--- src/rtl/xsort_pkg.sv ---
package xsort_pkg;
  typedef enum logic [2:0] {
    ST_IDLE,
    ST_LDA,
    ST_LDB,
    ST_CMP,
    ST_SWJ,
    ST_RELA,
    ST_DONE
  } xs_state_t;
endpackage

--- src/rtl/xsort_regs.sv ---
module xsort_regs #(
  parameter int WIDTH = 8,
  parameter int NUM   = 4,
  parameter int IDX_W = $clog2(NUM)
) (
  input  logic                   clk,
  input  logic                   rst_n,
  input  logic                   we,
  input  logic [IDX_W-1:0]       waddr,
  input  logic [WIDTH-1:0]       wdata,
  output logic [NUM*WIDTH-1:0]   regs_flat
);
  logic [WIDTH-1:0] r [NUM];

  for (genvar g = 0; g < NUM; g++) begin : g_slot
    always_ff @(posedge clk or negedge rst_n) begin
      if (!rst_n)
        r[g] <= '0;
      else if (we && waddr == IDX_W'(g))
        r[g] <= wdata;
    end
    assign regs_flat[g*WIDTH +: WIDTH] = r[g];
  end

  // with no write strobe the contents must not move
  a_r4_no_write_hold: assert property (@(posedge clk) disable iff (!rst_n)
    !we |=> $stable(regs_flat));
endmodule

--- src/rtl/xsort_idx.sv ---
module xsort_idx #(
  parameter int NUM   = 4,
  parameter int IDX_W = $clog2(NUM)
) (
  input  logic             clk,
  input  logic             rst_n,
  input  logic             i_clr,
  input  logic             i_inc,
  input  logic             j_load,
  input  logic             j_inc,
  output logic [IDX_W-1:0] i_q,
  output logic [IDX_W-1:0] j_q,
  output logic             i_last,
  output logic             j_last
);
  localparam logic [IDX_W-1:0] I_END = IDX_W'(NUM - 2);
  localparam logic [IDX_W-1:0] J_END = IDX_W'(NUM - 1);

  always_ff @(posedge clk or negedge rst_n) begin
    if (!rst_n)      i_q <= '0;
    else if (i_clr)  i_q <= '0;
    else if (i_inc)  i_q <= i_q + 1'b1;
  end

  always_ff @(posedge clk or negedge rst_n) begin
    if (!rst_n)       j_q <= '0;
    else if (j_load)  j_q <= i_q + 1'b1;
    else if (j_inc)   j_q <= j_q + 1'b1;
  end

  assign i_last = (i_q == I_END);
  assign j_last = (j_q == J_END);

  // the outer index never passes its last base slot
  a_r7_outer_range: assert property (@(posedge clk) disable iff (!rst_n)
    i_q <= I_END);
endmodule

--- src/rtl/xsort_fsm.sv ---
module xsort_fsm
  import xsort_pkg::*;
(
  input  logic      clk,
  input  logic      rst_n,
  input  logic      mode,
  input  logic      lt,
  input  logic      i_last,
  input  logic      j_last,
  output xs_state_t st,
  output logic      i_clr,
  output logic      i_inc,
  output logic      j_load,
  output logic      j_inc,
  output logic      a_ld,
  output logic      b_ld,
  output logic      fsm_we,
  output logic      wsel_j,
  output logic      done
);
  xs_state_t nx;
  logic      adv;

  always_comb begin
    nx     = st;
    i_clr  = 1'b0;
    i_inc  = 1'b0;
    j_load = 1'b0;
    j_inc  = 1'b0;
    a_ld   = 1'b0;
    b_ld   = 1'b0;
    fsm_we = 1'b0;
    wsel_j = 1'b0;
    adv    = 1'b0;
    case (st)
      ST_IDLE: if (mode) begin i_clr = 1'b1; nx = ST_LDA; end
      ST_LDA:  begin a_ld = 1'b1; j_load = 1'b1; nx = ST_LDB; end
      ST_LDB:  begin b_ld = 1'b1; nx = ST_CMP; end
      ST_CMP:  if (lt) begin fsm_we = 1'b1; nx = ST_SWJ; end
               else adv = 1'b1;
      ST_SWJ:  begin fsm_we = 1'b1; wsel_j = 1'b1; nx = ST_RELA; end
      ST_RELA: begin a_ld = 1'b1; adv = 1'b1; end
      ST_DONE: nx = ST_DONE;
      default: nx = ST_IDLE;
    endcase
    if (adv) begin
      if (!j_last) begin
        j_inc = 1'b1;
        nx    = ST_LDB;
      end else if (!i_last) begin
        i_inc = 1'b1;
        nx    = ST_LDA;
      end else begin
        nx = ST_DONE;
      end
    end
    if (!mode) nx = ST_IDLE;
  end

  always_ff @(posedge clk or negedge rst_n) begin
    if (!rst_n) st <= ST_IDLE;
    else        st <= nx;
  end

  assign done = (st == ST_DONE);

  // done holds while mode stays high
  a_r8_done_hold: assert property (@(posedge clk) disable iff (!rst_n)
    (done && mode) |=> done);
  // a low mode sample always leaves done low
  a_r10_mode_low_clears: assert property (@(posedge clk) disable iff (!rst_n)
    !mode |=> !done);
endmodule

--- src/rtl/exch_sorter.sv ---
module exch_sorter
  import xsort_pkg::*;
#(
  parameter int WIDTH = 8,
  parameter int NUM   = 4,
  parameter int IDX_W = $clog2(NUM)
) (
  input  logic             clk,
  input  logic             rst_n,
  input  logic             mode,
  input  logic             wr_en,
  input  logic [IDX_W-1:0] addr,
  input  logic [WIDTH-1:0] wr_data,
  input  logic             rd_en,
  output logic [WIDTH-1:0] rd_data,
  output logic             done
);
  xs_state_t            st;
  logic                 i_clr, i_inc, j_load, j_inc;
  logic                 a_ld, b_ld, fsm_we, wsel_j;
  logic                 i_last, j_last, lt;
  logic [IDX_W-1:0]     i_q, j_q;
  logic [WIDTH-1:0]     a_q, b_q;
  logic [NUM*WIDTH-1:0] regs_flat;
  logic [WIDTH-1:0]     rv [NUM];
  logic [WIDTH-1:0]     ri_val, rj_val;
  logic                 rf_we;
  logic [IDX_W-1:0]     rf_addr;
  logic [WIDTH-1:0]     rf_data;
  logic                 ordered;

  for (genvar g = 0; g < NUM; g++) begin : g_unpack
    assign rv[g] = regs_flat[g*WIDTH +: WIDTH];
  end

  assign ri_val = rv[i_q];
  assign rj_val = rv[j_q];
  assign lt     = (b_q < a_q);   // unsigned compare

  // write port: external strobes in load mode, exchange writes in sort mode
  always_comb begin
    if (mode) begin
      rf_we   = fsm_we;
      rf_addr = wsel_j ? j_q : i_q;
      rf_data = wsel_j ? a_q : b_q;
    end else begin
      rf_we   = wr_en;
      rf_addr = addr;
      rf_data = wr_data;
    end
  end

  always_ff @(posedge clk or negedge rst_n) begin
    if (!rst_n) begin
      a_q <= '0;
      b_q <= '0;
    end else begin
      if (a_ld) a_q <= ri_val;
      if (b_ld) b_q <= rj_val;
    end
  end

  assign rd_data = rd_en ? rv[addr] : '0;

  xsort_regs #(.WIDTH(WIDTH), .NUM(NUM), .IDX_W(IDX_W)) u_regs (
    .clk(clk), .rst_n(rst_n), .we(rf_we), .waddr(rf_addr),
    .wdata(rf_data), .regs_flat(regs_flat)
  );

  xsort_idx #(.NUM(NUM), .IDX_W(IDX_W)) u_idx (
    .clk(clk), .rst_n(rst_n), .i_clr(i_clr), .i_inc(i_inc),
    .j_load(j_load), .j_inc(j_inc), .i_q(i_q), .j_q(j_q),
    .i_last(i_last), .j_last(j_last)
  );

  xsort_fsm u_fsm (
    .clk(clk), .rst_n(rst_n), .mode(mode), .lt(lt),
    .i_last(i_last), .j_last(j_last), .st(st),
    .i_clr(i_clr), .i_inc(i_inc), .j_load(j_load), .j_inc(j_inc),
    .a_ld(a_ld), .b_ld(b_ld), .fsm_we(fsm_we), .wsel_j(wsel_j),
    .done(done)
  );

  always_comb begin
    ordered = 1'b1;
    for (int k = 1; k < NUM; k++)
      if (rv[k] < rv[k-1]) ordered = 1'b0;
  end

  // finished contents are ascending
  a_r5_sorted_when_done: assert property (@(posedge clk) disable iff (!rst_n)
    done |-> ordered);
  // after the first exchange write the base slot holds the smaller word
  a_r5_swap_orders: assert property (@(posedge clk) disable iff (!rst_n)
    (st == ST_SWJ) |-> (ri_val < a_q));
  // the inner index is always beyond the outer one while scanning
  a_r7_inner_ahead: assert property (@(posedge clk) disable iff (!rst_n)
    (st == ST_LDB || st == ST_CMP || st == ST_SWJ || st == ST_RELA) |-> (j_q > i_q));
endmodule

--- config.mk ---
export PLATFORM = sky130hd
export DESIGN_NAME = exch_sorter
export DESIGN_NICKNAME = d
export VERILOG_FILES = /design/src/rtl/xsort_pkg.sv /design/src/rtl/xsort_regs.sv /design/src/rtl/xsort_idx.sv /design/src/rtl/xsort_fsm.sv /design/src/rtl/exch_sorter.sv
export SDC_FILE = /design/constraint.sdc
export NUM_CORES = 1
export LEC_CHECK = 0
export ABC_AREA = 1
export BUFFER_PORTS_ARGS = -buffer_cell sky130_fd_sc_hd__buf_4
export CORE_MARGIN = 3
export CORE_UTILIZATION = 25
export DETAILED_ROUTE_END_ITERATION = 10
export SYNTH_ARGS = -nofsm -noshare
export SYNTH_HDL_FRONTEND = slang
export SYNTH_HIERARCHICAL = 1
export SYNTH_SLANG_ARGS = --single-unit
--- constraint.sdc ---
create_clock -name clk -period 2.95 [get_ports clk]
set_input_delay 0.4425 -clock clk [delete_from_list [all_inputs] [get_ports clk]]
set_output_delay 0.4425 -clock clk [all_outputs]
set_load 0.05 [all_outputs]
After elaboration in Yosys (flattened, before gate mapping)
Index checks and enable logic that the tools add are counted.
- add/sub/neg operators: 2
- order comparisons: 4
- equal/unequal tests: 13
- muxes and demuxes: 40
- bitwise logic cells: 3
- reductions and logical operators: 10
- operators with widths (cell ; number):
    $mux W8 ; 9
    $bmux W8 S2 ; 3
    $pmux W3 S7 ; 1
    $mux W3 ; 5
    $mux W1 ; 14
    $mux W2 ; 6
    $eq A3 B3 Y1 const B ; 3
    $ge A3 B3 Y1 const B ; 3
    $not A2 Y3 ; 3
    $eq A2 B2 Y1 const B ; 4
    $lt A8 B8 Y1 ; 1
    $eq A3 B2 Y1 const B ; 2
    $add A2 B1 Y2 const B ; 2
    $logic_and A1 B1 Y1 ; 4
    $ne A4 B3 Y1 const B ; 1
    $pmux W1 S2 ; 2
    $reduce_bool A2 Y1 ; 2
    $eq A3 B1 Y1 const B ; 1
    $logic_not A3 Y1 ; 1
    $ne A3 B2 Y1 const B ; 1
    $eq A2 B1 Y1 const B ; 1
    $logic_not A2 Y1 ; 1
    $reduce_and A2 Y1 ; 1
    $reduce_or A2 Y1 ; 1
- register bits: 55

Logic depth before layout (Yosys ltp)
- depth after elaboration: 6
- depth in mapped cells: 14

Hierarchy
Netlist, hierarchy kept.
- by module, submodules not included (module ; times used ; cells each ; area each (um2) ; sequential area each (um2)):
    exch_sorter ; 1 ; 298 ; 1835.5 ; 400.4
    xsort_regs ; 1 ; 143 ; 1436.4 ; 800.8
    xsort_fsm ; 1 ; 41 ; 256.5 ; 75.1
    xsort_idx ; 1 ; 26 ; 219.0 ; 100.1

Least setup slack after synthesis
Ideal clock, no wire load.
- kind: input to output
- start point: in addr[1]
- end point: out rd_data[6]
- arrival: 1649 ps
- data required time: 2508 ps
- slack: 858 ps
- cell stages on the path: 5
- cell sequence: buf_2 > buf_6 > a21oi_1 > o21ai_1 > a21oi_1
- word-level cells in the longest chain between the ends: 5
- ends and longest elaborated chain (item ; RTL line ; source):
    start: declaration ; exch_sorter.sv:12 ; input logic [IDX_W-1:0] addr,
    $not A2 Y3 (not written as such) ; exch_sorter.sv:63 ; assign rd_data = rd_en ? rv[addr] : '0;
    $bmux W8 S2 ; exch_sorter.sv:63 ;
    $mux W8 (not written as such) (2 in a row) ; exch_sorter.sv:63 ;
    $mux W8 ; exch_sorter.sv:63 ;
    end: declaration ; exch_sorter.sv:15 ; output logic [WIDTH-1:0] rd_data,
No other way between the ends. The select of a mux whose other input is x is not followed.

Worst setup path in the final report
- start point: reg a_q[5]
- end point: reg u_regs.r, in the netlist u_regs/regs_flat[27]
- word-level cells in the longest chain between the ends: 5
- ends and longest elaborated chain (item ; RTL line ; source):
    start: declaration ; exch_sorter.sv:23 ; logic [WIDTH-1:0] a_q, b_q;
    start signal: assignment ; exch_sorter.sv:58 ; if (a_ld) a_q <= ri_val;
    $lt A8 B8 Y1 ; exch_sorter.sv:38 ; assign lt = (b_q < a_q);
    named net lt ; exch_sorter.sv:21 ; logic i_last, j_last, lt;
    $mux W1 ; xsort_fsm.sv:39 ; ST_CMP: if (lt) begin fsm_we = 1'b1; nx = ST_SWJ; end
    $pmux W1 S2 ; xsort_fsm.sv:35 ; case (st)
    named net fsm_we ; exch_sorter.sv:20 ; logic a_ld, b_ld, fsm_we, wsel_j;
    $mux W1 ; exch_sorter.sv:42 ; if (mode) begin
    named net rf_we ; exch_sorter.sv:27 ; logic rf_we;
    $logic_and A1 B1 Y1 ; xsort_regs.sv:19 ; else if (we && waddr == IDX_W'(g))
    end signal: indexed assignment ; xsort_regs.sv:20 ; r[g] <= wdata;
    end: declaration ; xsort_regs.sv:13 ; logic [WIDTH-1:0] r [NUM];
The timed path passes the listed nets, and every way through them passes these cells.
A chain may end at the register's enable or synchronous reset.

==> results by group <==
Timing
  – Worst Hold Margin: around 0.2 ns
  – Final hold viol count: 0
  – Worst Skew: around 0.0055 ns
  – RSZ-0062 raised after global routing: false
  – Total negative slack: 0 ns
  – Final setup viols: 0
  – Max Clock Freq: roughly 440 MHz
  – Worst-margin pin slew: between 0.8 and 0.9 ns
  – Max_slew headroom: a little under half
  – Final Max Slew Viols: 0
  – Final min period: approximately 2.3 ns
  – Crit share post-route: 77.4%

Synth
  – Syn nets: about 530
  – Post-synth top flop: dfrtp_1
  – Distinct cell type count after synthesis: 31
  – Synthesized area: ~3700 µm²
  – FF+latch count, synth: 55
  – Synthesized area per cell: between 7 and 8 µm²
  – Number of synthesized flops with an enable pin: 0
  – Synth warnings: 6
  – Async S/R FF share, synth: 100%
  – Sequential area share after synthesis: between 30 and 40%
  – Gate count of the mapped netlist: roughly 500

Route
  – Initial DRC count: about 310
  – Via density: roughly 4.8
  – Final ANT Viol Nets: 0
  – DRC viols: 0
  – Router iterations before antenna repair: 5
  – Via count: around 3400
  – WL/cell: 14.1 µm
  – Routed WL: about 9900 µm

Power
  – Pwr per Cell Area: around 880 nW/µm²
  – Leakage Power: slightly above 0.002 µW
  – Worst vdd ir: around 0.37 mV

Global routing
  – Pin count of the biggest net entering global routing: 56
  – Initial antenna violation count: 0
  – Vias in the first global route: between 3000 and 4000
  – Total track usage: between 10% and 20%
  – Global route overflow: 0
  – First-pass GRT wire length: 16500 µm

Worst setup path
  – Crit-path cells: inv_1 > ha_1 > a21oi_1 > o21ai_0 > a21oi_1 > nand2_1 > o21ai_0 > mux2_2 > buf_4 > nand4_1 > nand2_1
  – Critical Path End Type: register
  – CP top delay family: multiplexers
  – R2R Path Start: a_q[5]$_DFFE_PN0P_
  – Crit path kind: register to register
  – Critical path's slowest cell: mux2_2
  – CP Buf/Inv Count: 2
  – Reg-to-reg setup timing slack: between 0.6 and 0.7 ns
  – Worst Path Arrival: about 2.5 ns
  – R2r worst-path depth: 11
  – Crit-path max FO: 20
  – CP required: around 3.2 ns
  – RR Endpoint: u_regs/regs_flat[27]$_DFFE_PN0P_
  – Max incr delay on CP: 0.50 ns
  – Critical Path Start Type: register

Clock network
  – H-tree depth: 2
  – Clock sink count: between 50 and 60
  – CTS Buf Count: 5
  – PostCTS Resize Cnt: 0
  – Worst skew pair latency: around 0.29 ns
  – Hold buffer count at CTS: 0
  – Reg clk slew, reported paths: roughly 0.07 ns
  – Setup Buffers After CTS: 0
  – Maximum buffer depth of the clock tree: 2
  – Root Driver: clkbuf_16
  – TritonCTS clock tree: yes

Placed design
  – Dpl hpwl: 7260 µm
  – PortBufs: 23
  – Placed Area: 3980 µm²
  – Gpl congestion: roughly 0.8
  – Placed cell count: roughly 700

Cells and area
  – Fill cells: 1565
  – Layout Nets: between 500 and 600
  – Ant diodes: 0
  – Post-route cell area: slightly above 4000 µm²
  – Most frequent cells in the layout: nand2_1 (188), dfrtp_1 (55), inv_1 (47), a21oi_1 (42), buf_4 (34)
  – Layout area overhead: 10.6%
  – Final Instance Count excl. Fillers: 704
  – Post-Route Utilization: 28.4%
  – Share of cells above drive strength 1: about 12%
  – Commonest non-fill, non-tap cell in the layout: nand2_1

Die
  – I/O pin count: 24
  – Die Height: around 130 µm
  – DIE WIDTH: 128 µm
  – Core area: 14600 µm²
  – Die area: 16500 µm²
  – Standard-cell rows: 44
  – Initial Util: ~26%

Worst hold path
  – Class of the worst hold path: primary input to asynchronous set/reset pin

Outcome
  – Status: complete, no violations

Run
  – Max cap viols: 0
==> report_power, final <==
part / total, µW / internal [µW] / switching (µW)
Clock: 671 / 396 / 274
Combinational: 1610 / 556 / 1050
Sequential: 1360 / 1080 / 278
==> cells in the mapped netlist (3+ instances only) <==
cell	count	area share (%)
a21oi_1	42	5.6
buf_2	7	0.93
buf_4	5	1.0
buf_6	16	4.8
dfrtp_1	55	37
ha_1	9	3.0
inv_1	47	4.7
nand2_1	188	19
nand3_1	11	1.5
nand3_4	3	1.4
nand4_1	24	4.0
nor2_1	13	1.3
nor2_2	3	0.50
o211ai_1	30	6.0
o21ai_0	24	3.2
o21ai_1	12	1.6
==> per-stage QoR <==
| stage | power, µW | setup WS (ns) |
|---|---|---|
| 6_report | 3640 | 0.668 |
| 5_1_grt | 4000 | 0.377 |
| 4_1_cts | 3660 | 0.660 |
| 3_5_place_dp | 2970 | 0.677 |
| 3_3_place_gp | 2960 | 0.701 |
| 2_1_floorplan | 2590 | 0.858 |
==> flip-flops by register name (all words and copies together), names as in the netlist <==
| signal | flops |
|---|---|
| u_regs/regs_flat | 32 |
| a_q | 8 |
| b_q | 8 |
| u_fsm/st | 3 |
| u_idx/i_q | 2 |
| u_idx/j_q | 2 |
==> final cells by class <==
type / count / area [µm²] / area share [%]
timing repair buffer: 34 / 255 / 6.16
inverter: 51 / 219 / 5.28
multi-input combinational: 373 / 1900 / 45.9
clock buffer: 5 / 125 / 3.02
tap: 184 / 230 / 5.56
clock inverter: 2 / 37.5 / 0.906
sequential: 55 / 1380 / 33.2
==> worst reg2reg max path, stage by stage, from the launching register on <==
cell and delay [ns]:
dfrtp_1 0.35, inv_1 0.06, ha_1 0.30, a21oi_1 0.15, o21ai_0 0.10, a21oi_1 0.16
nand2_1 0.06, o21ai_0 0.07, mux2_2 0.50, buf_4 0.28, nand4_1 0.11, nand2_1 0.09
==> per-layer routing <==
layer / wire [µm] / GRT usage (%) / vias to the layer above
li1: - / - / 1706
met1: 4910 / 18.0 / 1570
met2: 4380 / 19.4 / 83
met3: 524 / 1.83 / 8
met4: 103 / 2.43 / 0
met5: 0 / 0 / -
==> logic make-up (layout without fill, tap and decap cells) <==
kind of cell	count (synthesis)	count (layout)	synth area share, %
AO/OA/AOI/OAI	112	112	17.4
multiplexers	1	1	0.300
flip-flops	55	55	36.7
adder cells (fa/ha/maj)	9	9	3.01
buffers and inverters	80	92	12.7
AND/OR/NAND/NOR	251	251	29.8
==> how the worst max path moves through the flow <==
| stage | startpoint | endpoint | slack [ns] | cells past startpoint |
|---|---|---|---|---|
| finish | a_q[5]$_DFFE_PN0P_ | u_regs/regs_flat[27]$_DFFE_PN0P_ | 0.67 | 11 |
| global route | a_q[3]$_DFFE_PN0P_ | u_regs/regs_flat[27]$_DFFE_PN0P_ | 0.38 | 11 |
| CTS | a_q[5]$_DFFE_PN0P_ | u_regs/regs_flat[27]$_DFFE_PN0P_ | 0.66 | 11 |
| detailed placement | a_q[5]$_DFFE_PN0P_ | u_regs/regs_flat[27]$_DFFE_PN0P_ | 0.68 | 11 |
| global placement | a_q[5]$_DFFE_PN0P_ | u_regs/regs_flat[20]$_DFFE_PN0P_ | 0.70 | 11 |
| floorplan | addr[1] | rd_data[6] | 0.86 | 5 |
Power figures use the tool's default switching activity.
